### config.mk
export PLATFORM = sky130hd
export DESIGN_NAME = dp_link_trainer
export DESIGN_NICKNAME = d
export VERILOG_FILES = /design/src/rtl/dp_link_trainer.sv
export SDC_FILE = /design/constraint.sdc
export NUM_CORES = 1
export LEC_CHECK = 0
export ABC_AREA = 1
export BUFFER_PORTS_ARGS = -buffer_cell sky130_fd_sc_hd__buf_2
export CAP_MARGIN = 20
export CORE_MARGIN = 2
export CORE_UTILIZATION = 54
export CTS_CLUSTER_SIZE = 12
export DETAILED_ROUTE_END_ITERATION = 12
export GPL_TIMING_DRIVEN = 0
export PLACE_DENSITY = 0.77
export SYNTH_ARGS = -nofsm -noshare
export SYNTH_HDL_FRONTEND = slang
export SYNTH_SLANG_ARGS = --single-unit
### constraint.sdc
create_clock -name clk -period 2.8 [get_ports clk]
set_clock_uncertainty 0.2 [all_clocks]
set_input_delay 0.56 -clock clk [delete_from_list [all_inputs] [get_ports clk]]
set_output_delay 0.56 -clock clk [all_outputs]
set_load 0.03 [all_outputs]
### src/rtl/dp_link_trainer.sv
module dp_link_trainer #(
  parameter logic [7:0] SRC_MAX_RATE = 8'h14,
  parameter int SRC_MAX_LANES = 4,
  parameter bit SSC = 1'b1,
  parameter int CR_MAX = 5,
  parameter int EQ_MAX = 5,
  parameter int RETRIES = 5,
  parameter int CR_WAIT = 10000,
  parameter int EQ_WAIT = 40000
) (
  input  logic        clk,
  input  logic        rst_n,
  input  logic        start,
  output logic        bus_req,
  output logic        bus_wr,
  output logic [11:0] bus_addr,
  output logic [7:0]  bus_wdata,
  input  logic [7:0]  bus_rdata,
  input  logic        bus_ack,
  output logic [7:0]  tx_rate,
  output logic [2:0]  tx_lanes,
  output logic [1:0]  tx_pattern,
  output logic [31:0] tx_drive,
  output logic        tx_enh,
  output logic        busy,
  output logic        done,
  output logic        error
);
  localparam int WMAX = (CR_WAIT > EQ_WAIT) ? CR_WAIT : EQ_WAIT;
  localparam int WW = $clog2(WMAX + 1);
  localparam int CW = $clog2(CR_MAX + 1);
  localparam int EW = $clog2(EQ_MAX + 2);
  localparam int TW = $clog2(RETRIES + 1);

  typedef enum logic [3:0] {S_IDLE, S_CAP, S_CHK, S_START, S_WAIT, S_STAT,
                            S_EVAL, S_PAT, S_DRV, S_FIN} st_t;
  st_t st;
  logic [3:0] idx, last;
  logic [WW-1:0] wcnt;
  logic [7:0] cap_rate, cap_lc, cap_ds, align;
  logic [15:0] stv, adj;
  logic [CW-1:0] crc [4];
  logic [CW-1:0] cnt_n [4];
  logic [EW-1:0] eqc;
  logic [TW-1:0] tries;
  logic eq_ph, pass;
  logic cr_ok, eq_ok, cr_fail;
  logic [31:0] nd;

  wire rate_ok = cap_rate == 8'h06 || cap_rate == 8'h0A || cap_rate == 8'h14;
  wire tps3 = (SRC_MAX_RATE == 8'h14) && cap_lc[6];
  wire ssc_on = SSC && cap_ds[0];

  assign bus_req = st inside {S_CAP, S_START, S_STAT, S_PAT, S_DRV, S_FIN};

  always_comb begin
    bus_wr = 1'b0; bus_addr = '0; bus_wdata = '0; last = '0;
    case (st)
      S_CAP: begin bus_addr = 12'h001 + {8'd0, idx}; last = 4'd2; end
      S_START: begin
        bus_wr = 1'b1; last = 4'd4 + {1'b0, tx_lanes};
        case (idx)
          4'd0: begin bus_addr = 12'h100; bus_wdata = tx_rate; end
          4'd1: begin bus_addr = 12'h101; bus_wdata = {5'd0, tx_lanes}; end
          4'd2: begin bus_addr = 12'h107; bus_wdata = ssc_on ? 8'h10 : 8'h00; end
          4'd3: begin bus_addr = 12'h108; bus_wdata = 8'h01; end
          4'd4: begin bus_addr = 12'h102; bus_wdata = 8'h21; end
          default: bus_addr = 12'h0FE + {8'd0, idx};
        endcase
      end
      S_STAT: begin
        bus_addr = 12'h202 + {8'd0, idx} + ((idx >= 4'd3) ? 12'd1 : 12'd0);
        last = 4'd4;
      end
      S_PAT: begin bus_wr = 1'b1; bus_addr = 12'h102; bus_wdata = {6'd0, tx_pattern}; end
      S_DRV: begin
        bus_wr = 1'b1; bus_addr = 12'h103 + {8'd0, idx};
        bus_wdata = tx_drive[{idx[1:0], 3'b000} +: 8];
        last = {1'b0, tx_lanes} - 4'd1;
      end
      S_FIN: begin
        bus_wr = 1'b1; last = pass ? 4'd1 : 4'd0;
        if (idx == 4'd0) bus_addr = 12'h102;
        else begin bus_addr = 12'h101; bus_wdata = {tx_enh, 4'd0, tx_lanes}; end
      end
      default: ;
    endcase
  end

  always_comb begin
    cr_ok = 1'b1; eq_ok = align[0]; cr_fail = 1'b0; nd = '0;
    for (int i = 0; i < 4; i++) begin
      logic [1:0] sw, pe;
      logic hit;
      sw = adj[4*i +: 2];
      pe = adj[4*i+2 +: 2];
      nd[8*i +: 8] = {2'b00, pe == 2'd3, pe, sw == 2'd3, sw};
      hit = tx_drive[8*i +: 2] == sw && tx_drive[8*i+3 +: 2] == pe;
      cnt_n[i] = crc[i] + CW'(hit);
      if (3'(i) < tx_lanes) begin
        if (!stv[4*i]) cr_ok = 1'b0;
        if (stv[4*i +: 3] != 3'b111) eq_ok = 1'b0;
        if (32'(cnt_n[i]) == CR_MAX || sw == 2'd3 || pe == 2'd3) cr_fail = 1'b1;
      end
    end
  end

  always_ff @(posedge clk or negedge rst_n) begin
    if (!rst_n) begin
      st <= S_IDLE; idx <= '0; wcnt <= '0; busy <= 1'b0; done <= 1'b0; error <= 1'b0;
      cap_rate <= '0; cap_lc <= '0; cap_ds <= '0; stv <= '0; align <= '0; adj <= '0;
      tx_rate <= '0; tx_lanes <= '0; tx_pattern <= '0; tx_drive <= '0; tx_enh <= 1'b0;
      eqc <= '0; tries <= '0; eq_ph <= 1'b0; pass <= 1'b0;
      for (int i = 0; i < 4; i++) crc[i] <= '0;
    end else begin
      case (st)
        S_IDLE: if (start) begin
          busy <= 1'b1; done <= 1'b0; error <= 1'b0; tries <= '0; idx <= '0;
          tx_pattern <= 2'd0; tx_enh <= 1'b0; st <= S_CAP;
        end
        S_CHK: begin
          if (!rate_ok || cap_lc[4:0] == 5'd0) begin
            error <= 1'b1; busy <= 1'b0; st <= S_IDLE;
          end else begin
            tx_rate <= (cap_rate > SRC_MAX_RATE) ? SRC_MAX_RATE : cap_rate;
            tx_lanes <= (cap_lc[4:0] > 5'(SRC_MAX_LANES)) ? 3'(SRC_MAX_LANES) : cap_lc[2:0];
            tx_pattern <= 2'd1; tx_drive <= '0; eqc <= '0; eq_ph <= 1'b0; pass <= 1'b0;
            for (int i = 0; i < 4; i++) crc[i] <= '0;
            st <= S_START;
          end
        end
        S_WAIT: if (wcnt == '0) st <= S_STAT; else wcnt <= wcnt - 1'b1;
        S_EVAL: begin
          if (!eq_ph) begin
            if (cr_ok) begin
              tx_pattern <= tps3 ? 2'd3 : 2'd2; tx_drive <= nd; eq_ph <= 1'b1; st <= S_PAT;
            end else begin
              for (int i = 0; i < 4; i++) crc[i] <= cnt_n[i];
              if (cr_fail) begin tx_pattern <= 2'd0; st <= S_FIN; end
              else begin tx_drive <= nd; st <= S_DRV; end
            end
          end else if (!cr_ok) begin
            tx_pattern <= 2'd0; st <= S_FIN;
          end else begin
            tx_drive <= nd;
            if (eq_ok) begin
              pass <= 1'b1; tx_enh <= cap_lc[7]; tx_pattern <= 2'd0; st <= S_FIN;
            end else if (32'(eqc) + 1 > EQ_MAX) begin
              tx_pattern <= 2'd0; st <= S_FIN;
            end else begin
              eqc <= eqc + 1'b1; st <= S_DRV;
            end
          end
        end
        default: if (bus_req && bus_ack) begin
          if (st == S_CAP) case (idx)
            4'd0: cap_rate <= bus_rdata;
            4'd1: cap_lc <= bus_rdata;
            default: cap_ds <= bus_rdata;
          endcase
          if (st == S_STAT) case (idx)
            4'd0: stv[7:0] <= bus_rdata;
            4'd1: stv[15:8] <= bus_rdata;
            4'd2: align <= bus_rdata;
            4'd3: adj[7:0] <= bus_rdata;
            default: adj[15:8] <= bus_rdata;
          endcase
          if (idx != last) idx <= idx + 1'b1;
          else begin
            idx <= '0;
            case (st)
              S_CAP: st <= S_CHK;
              S_START: begin wcnt <= WW'(CR_WAIT); st <= S_WAIT; end
              S_STAT: st <= S_EVAL;
              S_PAT: st <= S_DRV;
              S_DRV: begin wcnt <= eq_ph ? WW'(EQ_WAIT) : WW'(CR_WAIT); st <= S_WAIT; end
              default: begin
                if (pass) begin done <= 1'b1; busy <= 1'b0; st <= S_IDLE; end
                else if (32'(tries) + 1 >= RETRIES) begin error <= 1'b1; busy <= 1'b0; st <= S_IDLE; end
                else begin tries <= tries + 1'b1; st <= S_CAP; end
              end
            endcase
          end
        end
      endcase
    end
  end

  a_r11_req_hold: assert property (@(posedge clk) disable iff (!rst_n)
    bus_req && !bus_ack |=> bus_req && $stable(bus_addr) && $stable(bus_wr) && $stable(bus_wdata));
  a_r1_status_excl: assert property (@(posedge clk) disable iff (!rst_n)
    !(done && error) && !(busy && (done || error)));
  a_r1_start_busy: assert property (@(posedge clk) disable iff (!rst_n)
    start && !busy |=> busy);
  a_r8_done_quiet: assert property (@(posedge clk) disable iff (!rst_n)
    $rose(done) |-> tx_pattern == 2'd0 && !bus_req);
  a_r3_pattern1_write: assert property (@(posedge clk) disable iff (!rst_n)
    bus_req && bus_wr && bus_addr == 12'h102 && bus_wdata == 8'h21 |-> tx_pattern == 2'd1 && tx_drive == '0);
endmodule

==> results.tsv, run 1 <==
stage	metric	value	unit
outcome	status	complete, but fails checks	
outcome	failed_checks	negative setup slack	
critical_path	arrival	2.42	ns
sta	clock.fmax	0.3148	GHz
power	ir_drop	0.0007413	V
critical_path	crit_chain	buf_8 > clkinv_8 > ha_4 > nand2_4 > nor2_4 > buf_12 > nor2_4 > a21oi_4 > inv_2 > a32oi_1 > nand4_1 > buf_6	
sta	final-setup-viol-count	39	
critical_path	cp_common_cell	nor2_4	
floorplanning	start_util	55.21	%
floorplanning	die_h	123.1	um
cts	cts_inserted_buffers	17	
cells_and_area	drive_gt1_share	29.83	%
grt	overflow	0	
power	p_leak	5.365	nW
sta	slew_violations	0	
logic_synthesis	synth_cell_types	43	
critical_path	cp_slowest_stage_delay	0.42	ns
sta	rsz0062_at_grt	yes	
floorplanning	fp.dieW	123.1	um
placed_design	dp_slack	-0.4875	ns
cts	clock-root-buffer	clkbuf_16	
placed_design	dp.cells	1290	
logic_synthesis	async_flop_share	100.0	%
floorplanning	io_pins	83	
cells_and_area	areaGrowthSynthToFinish	36.18	%
cells_and_area	antenna_cells	0	
cells_and_area	fin_cells	1397	
cts	insertion_delay	0.43	ns
cells_and_area	final_nets	1245	
logic_synthesis	ys_warn_count	0	
route	via_per_inst	6.047	
sta	post-route-period-util	113.4	%
route	ant_nets	0	
sta	period_needed	3.176	ns
cts	cts_tree	yes	
cts	clkSlewWorstSetupHoldPaths	0.06	ns
sta	tns	-6.484	ns
route	wl	26650	um
placed_design	routabilityCongestion	0.9431	
sta	report.final.hold_viol_count	0	
critical_path	slowest_stage	dfrtp_1	
critical_path	critical_path.max_fanout	3	
critical_path	critPathRequiredTime	2.04	ns
grt	antenna_found_initial	0	
logic_synthesis	synth_cells	1028	
logic_synthesis	synth-seq-cells	130	
logic_synthesis	yosysSeqAreaShare	42.45	%
cells_and_area	fillers	916	
sta	worst_pin_slew	0.6528	ns
cells_and_area	layout_common_cells	273 x nand2_1, 110 x dfrtp_1, 96 x nand3_1	
route	vias	8447	
cts	h-tree-depth	4	
grt	grt_max_degree	78	
logic_synthesis	synth_flop_cell	dfrtp_1	
floorplanning	rows	43	
min_path	hp-class	register to register	
grt	gr-usage-all-layers	33.39	%
route	firstDrtPassIters	6	
critical_path	end_kind	primary output	
cells_and_area	mostFrequentLayoutCell	nand2_1	
placed_design	io_buffers	72	
grt	grt_pass1_vias	7537	
cts	cts_buffer_depth	2	
logic_synthesis	synth_edf_count	0	
run	cap_viol_max_count	0	
grt	grt_pass1_wl	38630	um
sta	finalWorstSetupSlack	-0.3761	ns
route	drtIter0Drc	1060	
cts	cts_sinks	130	
floorplanning	die_area	15160	um2
route	wl_per_cell	19.08	um
power	p_per_area	911.5	nW/um2
logic_synthesis	syn-cell-area	7664	um2
logic_synthesis	synth_area_per_cell	7.455	um2
route	drc	0	
floorplanning	fp.coreArea	13880	um2
cells_and_area	fin_util	75.18	%
critical_path	start_kind	register	
critical_path	crit_type	register to primary output	
placed_design	hpwl	16320	um
sta	relSlewSlack	56.24	%
per-layer routing:
metal	track usage, %	vias up	wire (um)
met5	0	-	0
met4	15.63	0	1608
met3	9.456	159	3054
met2	51.00	624	11870
met1	43.95	3949	10120
li1	-	3715	-
Yosys cell counts, drive strengths merged, types with 2 or more instances:
cell type / instances / area (um2)
nand2: 311 / 1180
dfrtp: 130 / 3253
o21ai: 106 / 530.5
inv: 105 / 394.1
nand3: 101 / 510.5
nor2: 69 / 289.0
ha: 29 / 362.9
a21oi: 28 / 155.2
xor2: 25 / 219.0
buf: 22 / 145.1
nand4: 22 / 137.6
clkbuf: 20 / 75.07
o22ai: 13 / 81.33
nor3: 8 / 45.04
nor4: 5 / 31.28
a221o: 4 / 40.04
o211ai: 4 / 30.03
clkinv: 3 / 11.26
nand3b: 3 / 22.52
o21a: 3 / 22.52
or2: 3 / 18.77
xnor2: 3 / 26.28
a31oi: 2 / 12.51
o2111ai: 2 / 17.52
o31ai: 2 / 15.01
metrics by stage:
stage	total power, mW	hold slack (ns)	area (um2)
after floorplan	5.058	0.06441	7800
after global placement	5.854	0.2615	8386
after detailed placement	5.948	0.2609	8419
after CTS	8.887	0.2743	9802
after global routing	10.02	0.3036	10440
final	9.512	0.2750	10440
logic make-up (layout without fill, tap and decap cells):
kind of cell               count (synthesis)  in the layout  share of synthesized area, %
xor gates and xnor gates                  28             28                         3.200
buffers and inverters                    150            330                         8.163
adders and majority gates                 29             29                         4.735
DFF                                      130            130                         42.45
AOI/OAI and AO/OA                        167            167                         12.15
other                                      1             10                       0.04893
and+or+nand+nor                          523            523                         29.26
repair_timing:
item                       4_1_cts  5_1_grt
pin swaps                       34       48
setup endpoints to repair       51       73
buffers inserted                45       29
resized for setup              119      129
cloned                           3        1
hold buffers                     1        0
hold endpoints to repair        53        0
worst paths after layout:
path,startpoint,end,slack [ns],cells past startpoint
min in group asynchronous,rst_n,tx_drive[2]$_DFFE_PN0P_,0.46,2
worst min-delay path,busy$_DFFE_PN0P_,busy$_DFFE_PN0P_,0.28,2
worst min register to register,busy$_DFFE_PN0P_,busy$_DFFE_PN0P_,0.28,2
worst max register to register,adj[6]$_DFFE_PN0P_,tx_drive[3]$_DFFE_PN0P_,-0.17,17
worst max-delay path,idx[0]$_DFFE_PN0P_,bus_wdata[0],-0.38,12
max in group asynchronous,rst_n,adj[6]$_DFFE_PN0P_,1.16,3
worst max-delay path, delay by kind of cell (launching register included):
family                   cells  cell delay [ns]
buffers and inverters        5             0.62
AND/OR/NAND/NOR              4             0.50
flip-flops                   1             0.42
AO/OA/AOI/OAI                2             0.30
adder cells (fa/ha/maj)      1             0.14
registers in the layout (all words and copies together) (netlist names):
name	count
st	4
tries	3
cap_lc	7
idx	4
busy	1
tx_pattern	2
pass	1
tx_drive	24
align	1
tx_lanes	3
error	1
eq_ph	1
cap_rate	8
crc	12
tx_enh	1
wcnt	16
eqc	3
adj	16
done	1
tx_rate	8
cap_ds	1
stv	12
area by class of cell:
cell class / instances / area (um2) / share of cell area [%]
Multi-Input combinational cell: 757 / 4359 / 41.77
Sequential cell: 130 / 3278 / 31.41
Timing Repair Buffer: 150 / 1197 / 11.47
Inverter: 108 / 446.7 / 4.280
Clock buffer: 18 / 429.2 / 4.112
Buffer: 39 / 305.3 / 2.925
Tap cell: 180 / 225.2 / 2.158
Clock inverter: 14 / 178.9 / 1.714
Timing Repair inverter: 1 / 16.27 / 0.1559
power by group:
part	switching [mW]	internal, mW
sequential	0.365	2.27
combinational	2.83	1.72
clock	0.912	1.41
total	4.11	5.40
No activity file was read; power rests on OpenSTA's default activity.
==> run 2, diff against run 1 <==
--- a/config.mk
+++ b/config.mk
@@ -9,11 +9,12 @@
 export BUFFER_PORTS_ARGS = -buffer_cell sky130_fd_sc_hd__buf_2
 export CAP_MARGIN = 20
 export CORE_MARGIN = 2
-export CORE_UTILIZATION = 54
+export CORE_UTILIZATION = 55
+export CTS_BUF_LIST = sky130_fd_sc_hd__clkbuf_4
 export CTS_CLUSTER_SIZE = 12
 export DETAILED_ROUTE_END_ITERATION = 12
 export GPL_TIMING_DRIVEN = 0
-export PLACE_DENSITY = 0.77
+export PLACE_DENSITY = 0.78
 export SYNTH_ARGS = -nofsm -noshare
 export SYNTH_HDL_FRONTEND = slang
 export SYNTH_SLANG_ARGS = --single-unit
==> run 2 against run 1 <==
Net effect: the flow still finishes with violations (negative setup slack); flip-flop and latch count did not move; non-clock buffer count down 21; register-to-register slack better by 0.07 ns; total power down 15%; highest routed layer unchanged; clock power shrank 42%; cell count down 1.6%; die area decreased by 1.8%; first-iteration DRC count fell by 18%; setup slack got worse by 0.16 ns; worst hold slack got worse by 0.15 ns; combinational power shrank 10%.
==> results.tsv, run 2 (synthesis gave the netlist of run 1 again) <==
stage	metric	value	unit	change
sta	post-route-period-util	119.3	%	+5.8 points
power	power.switching	3.805	mW	-7.4%
cts	clock-root-buffer	clkbuf_4		
outcome	status	complete, but fails checks		
cts	cts_buffer_depth	2		unchanged
sta	slew_violations	0		unchanged
sta	clock.fmax	0.2994	GHz	-4.9%
cells_and_area	final_nets	1223		-1.8%
sta	rsz0062_at_grt	yes		
cells_and_area	areaGrowthSynthToFinish	26.74	%	
cells_and_area	layout_common_cells	277 x nand2_1, 111 x dfrtp_1, 97 x nand3_1		
power	power_frac_seq	32.4	%	+4.7 points
sta	hold_ws	0.1255	ns	-0.1495 ns
power	p_sw_share	47.27	%	+4.1 points
cells_and_area	regMostFlops	tx_drive		
cells_and_area	antenna_cells	0		unchanged
sta	report.final.hold_viol_count	0		unchanged
outcome	failed_checks	negative setup slack		
sta	period_needed	3.340	ns	+0.1636 ns
critical_path	critical_path.max_fanout	4		+1
critical_path	arrival	2.58	ns	+0.16 ns
placed_design	hpwl	16160	um	-0.99%
cts	clkSlewWorstSetupHoldPaths	0.15	ns	+0.09 ns
sta	final-setup-viol-count	41		+5.1%
run	cap_viol_max_count	0		unchanged
floorplanning	die_area	14890	um2	-1.8%
sta	relSlewSlack	56.93	%	+0.69 points
grt	grt_pass1_wl	36520	um	-5.4%
sta	worst_pin_slew	0.6460	ns	-0.006778 ns
grt	overflow	0		unchanged
critical_path	crit_type	register to primary output		
route	wl	23670	um	-11%
cells_and_area	multi_input_area	4228	um2	-3.0%
min_path	hp-class	input port to register		
power	p_int	4.245	mW	-21%
cells_and_area	fillers	1059		+16%
grt	grt_max_degree	92		+18%
grt	grt_pass1_vias	7100		-5.8%
route	drtIter0Drc	867		-18%
cells_and_area	drive_gt1_share	26.36	%	-3.5 points
cells_and_area	mostFrequentLayoutCell	nand2_1		
cells_and_area	regArea	3277	um2	about the same
route	firstDrtPassIters	8		+2
critical_path	critPathRequiredTime	2.04	ns	about the same
cts	cts_tree	yes		
floorplanning	io_pins	83		unchanged
power	pwr-share-clk	16.7	%	-7.8 points
cells_and_area	fin_util	70.80	%	-4.4 points
route	drc	0		unchanged
placed_design	io_buffers	72		unchanged
cts	cts_sinks	130		unchanged
cts	insertion_delay	0.59	ns	+0.16 ns
floorplanning	fp.coreArea	13720	um2	-1.2%
route	via_per_inst	5.776		-4.5%
power	power	8.049	mW	-15%
floorplanning	die_h	122.0	um	-0.89%
route	wl_per_cell	17.21	um	-9.8%
power	comb_power_share	50.9	%	+3.0 points
cts	h-tree-depth	4		unchanged
cts	cts_inserted_buffers	17		unchanged
grt	antenna_found_initial	0		unchanged
critical_path	end_kind	primary output		
cells_and_area	reg_top3	tx_drive (24), adj (16), wcnt (16)		
floorplanning	rows	43		unchanged
grt	gr-usage-all-layers	31.96	%	-1.4 points
power	p_per_area	828.7	nW/um2	-9.1%
power	ir_drop	0.0005539	V	-25%
route	ant_nets	0		unchanged
floorplanning	start_util	55.86	%	+0.65 points
placed_design	routabilityCongestion	0.9315		-1.2%
floorplanning	fp.dieW	122.0	um	-0.89%
critical_path	start_kind	register		
cells_and_area	largest_reg_flops	24		unchanged
route	vias	7942		-6.0%
power	p_leak	5.057	nW	-5.7%
sta	finalWorstSetupSlack	-0.5398	ns	-0.1636 ns
-- run 2: final cells by class --
type                    count  area share, %
plain buffers              40          3.156
inverters                 108          4.509
clock buffers              17          1.314
repair buffers            128          9.738
clock inverters            15          1.700
flip-flops and latches    130          33.74
multi-input cells         757          43.53
well taps                 180          2.319
-- run 2: worst max-delay path, stage by stage (launching register included) --
cell and delay, ns:
dfrtp_1 0.43, buf_4 0.17, ha_4 0.18, inv_1 0.08, nand2_1 0.06, ha_1 0.20, inv_1 0.07, ha_1 0.22
o21ai_0 0.24, a211oi_1 0.09, nand2_1 0.12, buf_6 0.14
-- run 2: metrics by stage --
stage                     cell area, um2  setup TNS, ns  worst slack, ns  instances
after floorplan                     7800       -0.03214         -0.03124       1037
after global routing                9713         -12.56          -0.6433       1375
after detailed placement            8419         -12.49          -0.4965       1290
after global placement              8386        -106.73          -0.7620       1289
final                               9713         -8.421          -0.5398       1375
after CTS                           9315         -6.853          -0.4927       1358
-- run 2: path summary, 6_finish.rpt --
kind                                                  to                     start  slack, ns  depth (start not counted)
worst max register to register  tx_drive[24]$_DFFE_PN0P_  tx_drive[11]$_DFFE_PN0P_      -0.10                         17
worst min-delay path                  adj[5]$_DFFE_PN0P_              bus_rdata[5]       0.13                          3
min in group asynchronous             adj[7]$_DFFE_PN0P_                     rst_n       0.23                          2
worst max-delay path                         bus_addr[1]        idx[0]$_DFFE_PN0P_      -0.54                         11
worst min register to register        stv[9]$_DFFE_PN0P_        stv[9]$_DFFE_PN0P_       0.30                          2
max in group asynchronous              st[0]$_DFFE_PN0P_                     rst_n       1.34                          3
-- run 2: per-layer routing --
metal	up-vias	routed length [um]	track usage, %	part of all wire, %
met5	-	0	0	0
met4	0	755	8.908	3.2
met3	81	2458	7.069	10
met2	458	10710	50.03	45
met1	3712	9747	44.95	41
li1	3691	-	-	-
-- run 2: power by group through the flow --
stage,logic [mW],clock network (mW),registers (mW)
final,4.10,1.34,2.61
after floorplan,2.42,0,2.64
after detailed placement,3.29,0,2.64
after CTS,3.71,1.34,2.59
after global routing,4.51,1.44,2.66
after global placement,3.22,0,2.63
-- run 2: what timing repair did --
action	4_1_cts	5_1_grt
pin swaps	23	32
hold buffers	1	0
gates resized for setup	113	83
buffers inserted	35	18
endpoints found under the hold margin	39	0
cloned	2	0
endpoints found under the setup margin	51	73
